## config.mk

```make
export PLATFORM = sky130hd
export DESIGN_NAME = adc_fmt_conv
export DESIGN_NICKNAME = d
export VERILOG_FILES = /design/src/rtl/adc_fmt_pkg.sv /design/src/rtl/adc_fmt_decode.sv /design/src/rtl/adc_fmt_core.sv /design/src/rtl/adc_fmt_reg.sv /design/src/rtl/adc_fmt_conv.sv
export SDC_FILE = /design/constraint.sdc
export NUM_CORES = 1
export LEC_CHECK = 0
export ABC_AREA = 1
export BUFFER_PORTS_ARGS = -buffer_cell sky130_fd_sc_hd__buf_2
export CORE_MARGIN = 4
export CORE_UTILIZATION = 40
export CTS_CLUSTER_DIAMETER = 30
export DETAILED_ROUTE_END_ITERATION = 16
export HOLD_SLACK_MARGIN = 0.15
export PLACE_DENSITY = 0.74
export REMOVE_ABC_BUFFERS = 1
export SYNTH_ARGS = -nofsm -noshare
export SYNTH_HDL_FRONTEND = slang
export SYNTH_SLANG_ARGS = --single-unit
```

## constraint.sdc

```tcl
create_clock -name clk_i -period 0.8 [get_ports clk_i]
set_input_delay 0.08 -clock clk_i [delete_from_list [all_inputs] [get_ports clk_i]]
set_output_delay 0.08 -clock clk_i [all_outputs]
set_load 0.02 [all_outputs]
```

## src/rtl/adc_fmt_pkg.sv

```systemverilog
package adc_fmt_pkg;

  typedef enum logic [1:0] {
    MODE_RAW  = 2'd0,
    MODE_OB   = 2'd1,
    MODE_SEXT = 2'd2
  } fmt_mode_e;

  function automatic int byte_ceil(input int w);
    return ((w + 7) / 8) * 8;
  endfunction

endpackage

```

## src/rtl/adc_fmt_decode.sv

```systemverilog
module adc_fmt_decode
  import adc_fmt_pkg::*;
(
  input  logic      en_i,
  input  logic      ob_i,
  input  logic      sext_i,
  output fmt_mode_e mode_o
);

  always_comb begin
    if (!en_i)      mode_o = MODE_RAW;
    else if (ob_i)  mode_o = MODE_OB;
    else if (sext_i) mode_o = MODE_SEXT;
    else            mode_o = MODE_RAW;
  end

  always_comb begin
    a_r5_sext_only_twos: assert (!(mode_o == MODE_SEXT) || (en_i && !ob_i && sext_i));
  end

endmodule

```

## src/rtl/adc_fmt_core.sv

```systemverilog
module adc_fmt_core
  import adc_fmt_pkg::*;
#(
  parameter int IN_W  = 12,
  parameter int OUT_W = byte_ceil(IN_W)
) (
  input  logic [IN_W-1:0]  sample_i,
  input  fmt_mode_e        mode_i,
  output logic [OUT_W-1:0] word_o
);

  localparam int PAD_W = OUT_W - IN_W;
  localparam int MSB   = IN_W - 1;

  logic [IN_W-1:0] body;

  always_comb begin
    body = sample_i;
    if (mode_i == MODE_OB) body[MSB] = ~sample_i[MSB];
  end

  generate
    if (PAD_W > 0) begin : g_pad
      logic [PAD_W-1:0] pad;
      assign pad    = (mode_i == MODE_SEXT) ? {PAD_W{sample_i[MSB]}} : '0;
      assign word_o = {pad, body};
    end else begin : g_nopad
      assign word_o = body;
    end
  endgenerate

endmodule

```

## src/rtl/adc_fmt_reg.sv

```systemverilog
module adc_fmt_reg #(
  parameter int W = 16
) (
  input  logic         clk_i,
  input  logic         rst_ni,
  input  logic         valid_i,
  input  logic [W-1:0] d_i,
  output logic         valid_o,
  output logic [W-1:0] q_o
);

  always_ff @(posedge clk_i or negedge rst_ni) begin
    if (!rst_ni) begin
      valid_o <= 1'b0;
      q_o     <= '0;
    end else begin
      valid_o <= valid_i;
      if (valid_i) q_o <= d_i;
    end
  end

  a_r2_valid_follows: assert property (@(posedge clk_i) disable iff (!rst_ni)
    valid_i |=> valid_o);
  a_r2_idle_follows: assert property (@(posedge clk_i) disable iff (!rst_ni)
    !valid_i |=> !valid_o);
  a_r7_hold_when_idle: assert property (@(posedge clk_i) disable iff (!rst_ni)
    !valid_i |=> $stable(q_o));

endmodule

```

## src/rtl/adc_fmt_conv.sv

```systemverilog
module adc_fmt_conv
  import adc_fmt_pkg::*;
#(
  parameter int IN_W  = 12,
  parameter int OUT_W = byte_ceil(IN_W)
) (
  input  logic             clk_i,
  input  logic             rst_ni,
  input  logic             valid_i,
  input  logic [IN_W-1:0]  sample_i,
  input  logic             fmt_en_i,
  input  logic             fmt_ob_i,
  input  logic             fmt_sext_i,
  output logic             valid_o,
  output logic [OUT_W-1:0] sample_o
);

  localparam int PAD_W = OUT_W - IN_W;
  localparam int MSB   = IN_W - 1;

  // legal range and byte rounding
  initial begin
    a_r8_width_range: assert (IN_W >= 8 && IN_W <= 24);
    a_r8_out_width: assert (OUT_W % 8 == 0 && PAD_W >= 0 && PAD_W < 8);
  end

  fmt_mode_e        mode;
  logic [OUT_W-1:0] word;

  adc_fmt_decode u_dec (
    .en_i   (fmt_en_i),
    .ob_i   (fmt_ob_i),
    .sext_i (fmt_sext_i),
    .mode_o (mode)
  );

  adc_fmt_core #(.IN_W(IN_W), .OUT_W(OUT_W)) u_core (
    .sample_i (sample_i),
    .mode_i   (mode),
    .word_o   (word)
  );

  adc_fmt_reg #(.W(OUT_W)) u_reg (
    .clk_i   (clk_i),
    .rst_ni  (rst_ni),
    .valid_i (valid_i),
    .d_i     (word),
    .valid_o (valid_o),
    .q_o     (sample_o)
  );

  a_r3_raw_body: assert property (@(posedge clk_i) disable iff (!rst_ni)
    (valid_i && !fmt_en_i) |=> sample_o[MSB:0] == $past(sample_i));
  a_r4_ob_msb_flip: assert property (@(posedge clk_i) disable iff (!rst_ni)
    (valid_i && fmt_en_i && fmt_ob_i) |=> sample_o[MSB] != $past(sample_i[MSB]));
  a_r6_twos_body: assert property (@(posedge clk_i) disable iff (!rst_ni)
    (valid_i && fmt_en_i && !fmt_ob_i) |=> sample_o[MSB:0] == $past(sample_i));

  generate
    if (PAD_W > 0) begin : g_pad_chk
      a_r5_pad_sign: assert property (@(posedge clk_i) disable iff (!rst_ni)
        (valid_i && fmt_en_i && !fmt_ob_i && fmt_sext_i)
          |=> sample_o[OUT_W-1:IN_W] == {PAD_W{$past(sample_i[MSB])}});
      a_r3_pad_zero: assert property (@(posedge clk_i) disable iff (!rst_ni)
        (valid_i && !(fmt_en_i && !fmt_ob_i && fmt_sext_i))
          |=> sample_o[OUT_W-1:IN_W] == '0);
    end
  endgenerate

endmodule

```

# After elaboration in Yosys (flattened, before gate mapping)
# Index checks and enable logic that the tools add are counted.
[word_totals]
input_bits = 18
reg_bits = 17
wordCells = 10
[classes]
eq_ne = 2
mux = 5
n_bitwise = 1
[op_table]
columns = ["operator", "count"]
rows = [
  ["two-way mux 2 bit", 3],
  ["two-way mux 4 bit", 1],
  ["== test 2 x 1 -> 1 bit (second input constant)", 1],
  ["== test 2 bit (second input constant)", 1],
  ["two-way mux 1 bit", 1],
  ["inverter 1 bit", 1],
]

# Depth between registers and ports, before layout
# Gate-level depths: netlist of the first run.
[depth]
ltp_word = 5
ltp_mapped = 4
mapped_depth_nobuf = 4

# By module
# A second synthesis of the first run with hierarchy kept.
[unflattened]
hier_cells = 94
hier_area_um2 = 825.8
[by_module_without_submodules]
columns = ["mod", "instances", "area_per_inst_um2", "cells_each"]
rows = [
  ["adc_fmt_reg", 1, 669.4, 69],
  ["adc_fmt_core", 1, 138.9, 21],
  ["adc_fmt_decode", 1, 17.5, 4],
]

# Worst setup path after synthesis of the first run
# Ideal clock, no wire load.
[synth_timing]
path_type = "reg2out"
from = "register u_reg.q_o[14] (netlist name)"
to = "output sample_o[13]"
arrival_time_ns = 0.664
required_time_ns = 0.720
setup_slack_ns = 0.056
stages_incl_launch_ff = 2
path_cell_list = "dfrtp_1 > buf_4"
[synth_lines]
columns = ["item", "line", "rtl"]
rows = [
  ["end, declared", "adc_fmt_conv.sv:15", "output logic [OUT_W-1:0] sample_o"],
]

==> impl_metrics.py, run 1 <==
metrics = {
    "run_status": {
        "status": "complete, but fails checks",
        "violations": "setup timing",
    },
    "power_and_ir_drop": {
        "cellLeakagePower_nw": 0.6151,
        "sw_frac_of_total": 0.2798,
        "power.total_mw": 1.695,
        "vdd_drop_max_mv": 1.103,
        "power.switching_mw": 0.4743,
        "cell_internal_pwr_mw": 1.221,
        "pwr-share-comb": 0.296,
        "power.share.sequential": 0.479,
        "pwr-share-clk": 0.225,
        "power_density_nw_per_um2": 1568,
    },
    "final_layout": {
        "syn2layout_area_growth_pct": 89.89,
        "drive_gt1_frac": 0.3871,
        "multi_input_area_um2": 168.9,
        "layout_common_cells": "nand2_1, buf_2, dlygate4sd3_1",
        "layout_commonest_cell": "nand2_1",
        "seq_area_um2": 350.3,
        "antennaDiodeCount": 0,
        "final_nets": 144,
        "fillers": 89,
    },
    "timing": {
        "min_period_ps": 921.1,
        "fin_hold_ws_ps": 192.9,
        "final_max_slew_viol_count": 0,
        "finalHoldViolations": 0,
        "tightest_slew_ps": 317.6,
        "period_share": 1.151,
        "fin_skew_ps": 0,
        "timing.setup.tns_ps": -1610,
        "slew_headroom": 0.7883,
        "setup_viol": 18,
        "layout_setup_ws_ps": -121.1,
        "rsz0062_at_grt": "true",
        "fmax_ghz": 1.086,
    },
    "global_routing": {
        "grt_overflow": 0,
        "grt_pass1_wl_mm": 2.746,
        "antenna_found_initial": 0,
        "grt_max_degree": 15,
        "grtUsageTotal": 0.1842,
        "grt_pass1_vias": 658,
    },
    "setup_path": {
        "critPathTopFamily": "flip-flops",
        "critPathMaxStageDelay_ps": 410,
        "cp_num_buf_inv": 1,
        "path_class": "flop to output port",
        "cp_cell_sequence": "buf_2",
        "cpMaxStageDelayCell": "dfrtp_1",
        "cp.arrival_ps": 840,
        "cp.required_ps": 720,
        "cp-start-kind": "flop",
        "end_kind": "output port",
        "crit_fanout": 5,
    },
    "routing": {
        "ant_nets": 0,
        "drt_iter0_drc": 7,
        "viasPerCell": 4.540,
        "routed_wl_mm": 1.742,
        "drc_errors": 0,
        "num_vias": 631,
        "wl_per_cell_um": 12.53,
        "dr.pass1.iters": 4,
    },
    "clock_network": {
        "cts_tree": "built",
        "cts.sinks": 14,
        "clockBufferDepth": 2,
        "cts-root-buf": "clkbuf_4",
        "clkTransAtPathRegs_ps": 70,
        "numCtsBuffers": 3,
        "insertion_delay_ps": 270,
        "htree_num_levels": 1,
    },
    "placement": {
        "hpwl_um": 901.2,
        "port_buffers": 34,
        "gp_congestion": 0.6406,
    },
    "floorplanning": {
        "die-height_um": 45.73,
        "core_area_um2": 1318,
        "num_rows": 13,
        "start_util": 0.4321,
        "die_x_um": 45.73,
        "io_pins": 35,
        "dieArea_um2": 2091,
    },
    "logic_synthesis": {
        "synth_warnings": 0,
        "ys_ff_latch": 14,
        "postSynthAreaPerCell_um2": 8.758,
        "synth_top_cells_by_area": "dfrtp_1, nand2_1, buf_4",
        "netlist_area_um2": 569.3,
        "seq_area_frac_synth": 0.6154,
        "syn_inst": 65,
        "synth_top_area_frac": 0.6154,
        "synth_area_leader_cell": "dfrtp_1",
        "synthDistinctLibCells": 8,
    },
    "hold_path": {
        "min_path_type": "input pin to flop",
    },
    "job": {
        "drv_cap": 0,
    },
}
sequential cells by signal (all words and copies together) (netlist names):
| name | count |
|---|---|
| u_reg.valid_o | 1 |
| u_reg.q_o | 13 |
per-layer routing:
layer,part of all wire,vias to the layer above,GRT usage,routed length (µm)
met2,0.59,25,0.3621,1022
met1,0.35,292,0.1980,612
met3,0.053,2,0.02767,92
met5,0,-,0,0
li1,-,312,-,-
met4,0.0080,0,0.05114,14
worst paths after layout:
kind | from | endpoint | slack [ps] | cells past startpoint
max | u_reg.q_o[14] | sample_o[13] | -120 | 1
min | valid_i | u_reg.q_o[7] | 190 | 4
max reg2reg | u_reg.q_o[7] | u_reg.q_o[7] | -50 | 4
min reg2reg | u_reg.q_o[9] | u_reg.q_o[9] | 520 | 2
max in group asynchronous | rst_ni | u_reg.q_o[14] | 300 | 2
min in group asynchronous | rst_ni | u_reg.q_o[5] | 260 | 2
kinds of logic after synthesis:
| group | synth area share |
|---|---|
| AOI/OAI and AO/OA | 0.008783 |
| buffers and inverters | 0.09231 |
| DFF | 0.6154 |
| and+or+nand+nor | 0.2835 |
power groups by stage:
stage               registers (mW)  clock network, mW  logic [mW]
finish                       0.811              0.382       0.502
global route                 0.816              0.430       0.543
CTS                          0.807              0.400       0.470
detailed placement           0.808                  0       0.296
global placement             0.806                  0       0.292
floorplan                    0.892                  0      0.0628
cell usage after synthesis, drive strengths merged:
cell and number:
buf 5, dfrtp 14, inv 3, nand2 39, nand3 3, o21ai 1
tightest hold or removal path, cell delays in order:
cell     delay [ps]
buf_2           120
inv_2           110
nand2_2          70
nand2_1          40
cell type report:
cell class | count | share of cell area
timing repair buffer | 61 | 0.4711
sequential | 14 | 0.3241
inverter | 3 | 0.01042
multi-input combinational | 43 | 0.1562
tap | 15 | 0.01736
clock buffer | 3 | 0.02083
metrics by stage:
stage,area (µm²),setup WS (ps),instances,utilization
final,1081,-121.1,139,0.8205
after global routing,1081,-169.7,139,0.8205
after CTS,1054,-140.4,137,0.7996
after detailed placement,724.4,113.8,110,0.5499
after global placement,724.4,146.6,110,0.5499
after floorplan,528.0,-235.9,60,-
repair_timing:
| item | 4_1_cts | 5_1_grt |
|---|---|---|
| hold buffers | 18 | 0 |
| buffers inserted | 6 | 5 |
| pin swaps | 0 | 0 |
| resized for setup | 26 | 3 |
| setup endpoints to repair | 17 | 23 |
| hold endpoints to repair | 28 | 0 |
Power figures use the tool's default switching activity.
==> run 2, diff against run 1 <==
--- a/config.mk
+++ b/config.mk
@@ -8,12 +8,14 @@
 export ABC_AREA = 1
 export BUFFER_PORTS_ARGS = -buffer_cell sky130_fd_sc_hd__buf_2
 export CORE_MARGIN = 4
-export CORE_UTILIZATION = 40
+export CORE_UTILIZATION = 46
 export CTS_CLUSTER_DIAMETER = 30
 export DETAILED_ROUTE_END_ITERATION = 16
 export HOLD_SLACK_MARGIN = 0.15
-export PLACE_DENSITY = 0.74
+export PLACE_DENSITY = 0.76
 export REMOVE_ABC_BUFFERS = 1
+export SKIP_LAST_GASP = 1
 export SYNTH_ARGS = -nofsm -noshare
 export SYNTH_HDL_FRONTEND = slang
+export SYNTH_HIERARCHICAL = 1
 export SYNTH_SLANG_ARGS = --single-unit
==> run 2 against run 1 <==
Net effect:
- critical path type unchanged
- global-route usage down 0.071 points
- hold slack worse by 60 ps
- first-iteration DRC count up 14%
- the run still ends with setup timing left
- clock-buffer cell count unchanged
- non-clock buffer count up 1
- power up 17%
- combinational power up 11%
- critical endpoint is now sample_o[2]
==> impl_metrics.py, run 2 <==
metrics = {
    "final_layout": {
        "largest_reg_flops": 16,
        "layout_common_cells": "nand2_1, buf_2, buf_6, dfrtp_1, buf_4",
        "regMostFlops": "u_reg/q_o",
        "final_nets": 162,
        "antennaDiodeCount": 0,
        "fillers": 119,
        "top_regs": "u_reg/q_o (16), u_reg/valid_o (1)",
        "layout_commonest_cell": "nand2_1",
        "fin_area_um2": 1271,
        "final_cells": 168,
        "drive_gt1_frac": 0.4406,
        "finish.utilization": 0.7443,
        "syn2layout_area_growth_pct": 53.94,
    },
    "clock_network": {
        "clkTransAtPathRegs_ps": 100,
        "insertion_delay_ps": 280,
        "clockBufferDepth": 2,
        "cts_tree": "built",
        "numCtsBuffers": 3,
        "cts.sinks": 17,
        "htree_num_levels": 1,
        "cts-root-buf": "clkbuf_4",
        "hold_buffers": 13,
    },
    "timing": {
        "timing.setup.tns_ps": -1994,
        "fmax_ghz": 1.078,
        "tightest_slew_ps": 366.7,
        "rsz0062_at_grt": "true",
        "period_share": 1.159,
        "layout_setup_ws_ps": -127.6,
        "setup_viol": 20,
        "final_max_slew_viol_count": 0,
        "finalHoldViolations": 0,
        "slew_headroom": 0.7555,
        "min_period_ps": 927.6,
        "fin_hold_ws_ps": 132.5,
        "fin_skew_ps": 0,
    },
    "routing": {
        "num_vias": 769,
        "dr.pass1.iters": 6,
        "wl_per_cell_um": 14.48,
        "drc_errors": 0,
        "drt_iter0_drc": 8,
        "viasPerCell": 4.577,
        "ant_nets": 0,
        "routed_wl_mm": 2.432,
    },
    "logic_synthesis": {
        "synth_top_cells_by_area": "dfrtp_1, nand2_1, buf_4",
        "seq_area_frac_synth": 0.5152,
        "synthArstFlopShare": 1.000,
        "ys_ff_latch": 17,
        "synth_common_cells": "nand2_1, dfrtp_1, buf_4, nand2_2",
        "syn_inst": 94,
        "synthDistinctLibCells": 12,
        "yosysMostFrequentCell": "nand2_1",
        "synth_flop_cell": "dfrtp_1",
        "synth_top_area_frac": 0.5152,
        "synth_warnings": 6,
        "postSynthAreaPerCell_um2": 8.785,
        "netlist_area_um2": 825.8,
        "synth_area_leader_cell": "dfrtp_1",
        "synth_edf_count": 0,
    },
    "setup_path": {
        "cp.arrival_ps": 850,
        "critPathMaxStageDelay_ps": 420,
        "cp_num_buf_inv": 1,
        "cp-start-kind": "flop",
        "cp.required_ps": 720,
        "end_kind": "output port",
        "cpMaxStageDelayCell": "dfrtp_1",
        "critPathTopFamily": "flip-flops",
        "cp_cell_sequence": "buf_6",
        "path_class": "flop to output port",
        "crit_fanout": 2,
    },
    "global_routing": {
        "grt_max_degree": 18,
        "grt_overflow": 0,
        "grt_pass1_wl_mm": 3.332,
        "grtUsageTotal": 0.1835,
        "antenna_found_initial": 0,
        "grt_pass1_vias": 749,
    },
    "job": {
        "drv_cap": 0,
    },
    "run_status": {
        "violations": "setup timing",
        "status": "complete, but fails checks",
    },
    "floorplanning": {
        "die_x_um": 50.37,
        "core_area_um2": 1708,
        "die-height_um": 50.37,
        "start_util": 0.4835,
        "num_rows": 15,
        "dieArea_um2": 2537,
        "io_pins": 35,
    },
    "power_and_ir_drop": {
        "power_density_nw_per_um2": 1559,
        "vdd_drop_max_mv": 1.044,
        "cellLeakagePower_nw": 0.7137,
    },
    "placement": {
        "dpl_cell_area_um2": 899.6,
        "hpwl_mm": 1.097,
        "place_inst": 137,
        "gp_congestion": 0.6264,
        "port_buffers": 34,
    },
    "hold_path": {
        "min_path_type": "input pin to flop",
    },
}
==> run 2: changes by cell type after synthesis <==
cell,change
nand2_1,+9
nand2_2,+5
buf_4,+10
dfrtp_1,+3
inv_6,+1
buf_6,+1
nand3_1,-2
nor3_2,+1
buf_12,+1
o21ai_0,-1
nor2_2,+1
==> run 2: cell type report <==
type,instances,area [µm²],share of cell area
clock buffer,3,22.52,0.01772
clock inverter,1,5.005,0.003937
inverter,4,20.02,0.01575
multi-input combinational,56,235.2,0.1850
sequential,17,425.4,0.3346
tap,25,31.28,0.02461
timing repair buffer,62,531.8,0.4183
==> run 2: routing by layer <==
layer	GRT usage	up-vias	wire length [µm]
met5	0	-	0
met4	0.1211	0	62
met3	0.02077	4	74
met2	0.3543	28	1407
met1	0.1794	372	888
li1	-	365	-
==> run 2: power by group <==
group	switching, mW	leakage (nW)	internal (mW)
combinational	0.264	0.483	0.293
sequential	0.0471	0.213	0.922
clock	0.271	0.0177	0.186
==> run 2: cell families (layout without fill, tap and decap cells) <==
group,count (synthesis),count (layout),share of synthesized area
buf+inv,21,70,0.2030
simple gates,56,56,0.2818
flops,17,17,0.5152
==> run 2: path summary, 6_finish.rpt <==
kind                                    from             to  slack, ps  cells after the start
worst max-delay path            u_reg/q_o[2]    sample_o[2]       -130                      1
max in group asynchronous             rst_ni  u_reg/q_o[13]        280                      2
worst min register to register  u_reg/q_o[0]   u_reg/q_o[0]        520                      2
worst max register to register  u_reg/q_o[4]   u_reg/q_o[4]        -60                      4
worst min-delay path                 valid_i  u_reg/q_o[10]        130                      3
min in group asynchronous             rst_ni   u_reg/q_o[2]        250                      2
==> run 2: what timing repair did <==
item	CTS	global route
hold endpoints to repair	29	4
resized for setup	34	1
endpoints found under the setup margin	17	19
buffers inserted	8	6
==> run 2: stage by stage <==
| stage | power [mW] | worst slack, ps |
|---|---|---|
| finish | 1.982 | -127.6 |
| global route | 2.082 | -175.9 |
| CTS | 1.909 | -108.3 |
| detailed placement | 1.305 | -38.28 |
| global placement | 1.294 | 16.63 |
| floorplan | 1.137 | 118.5 |
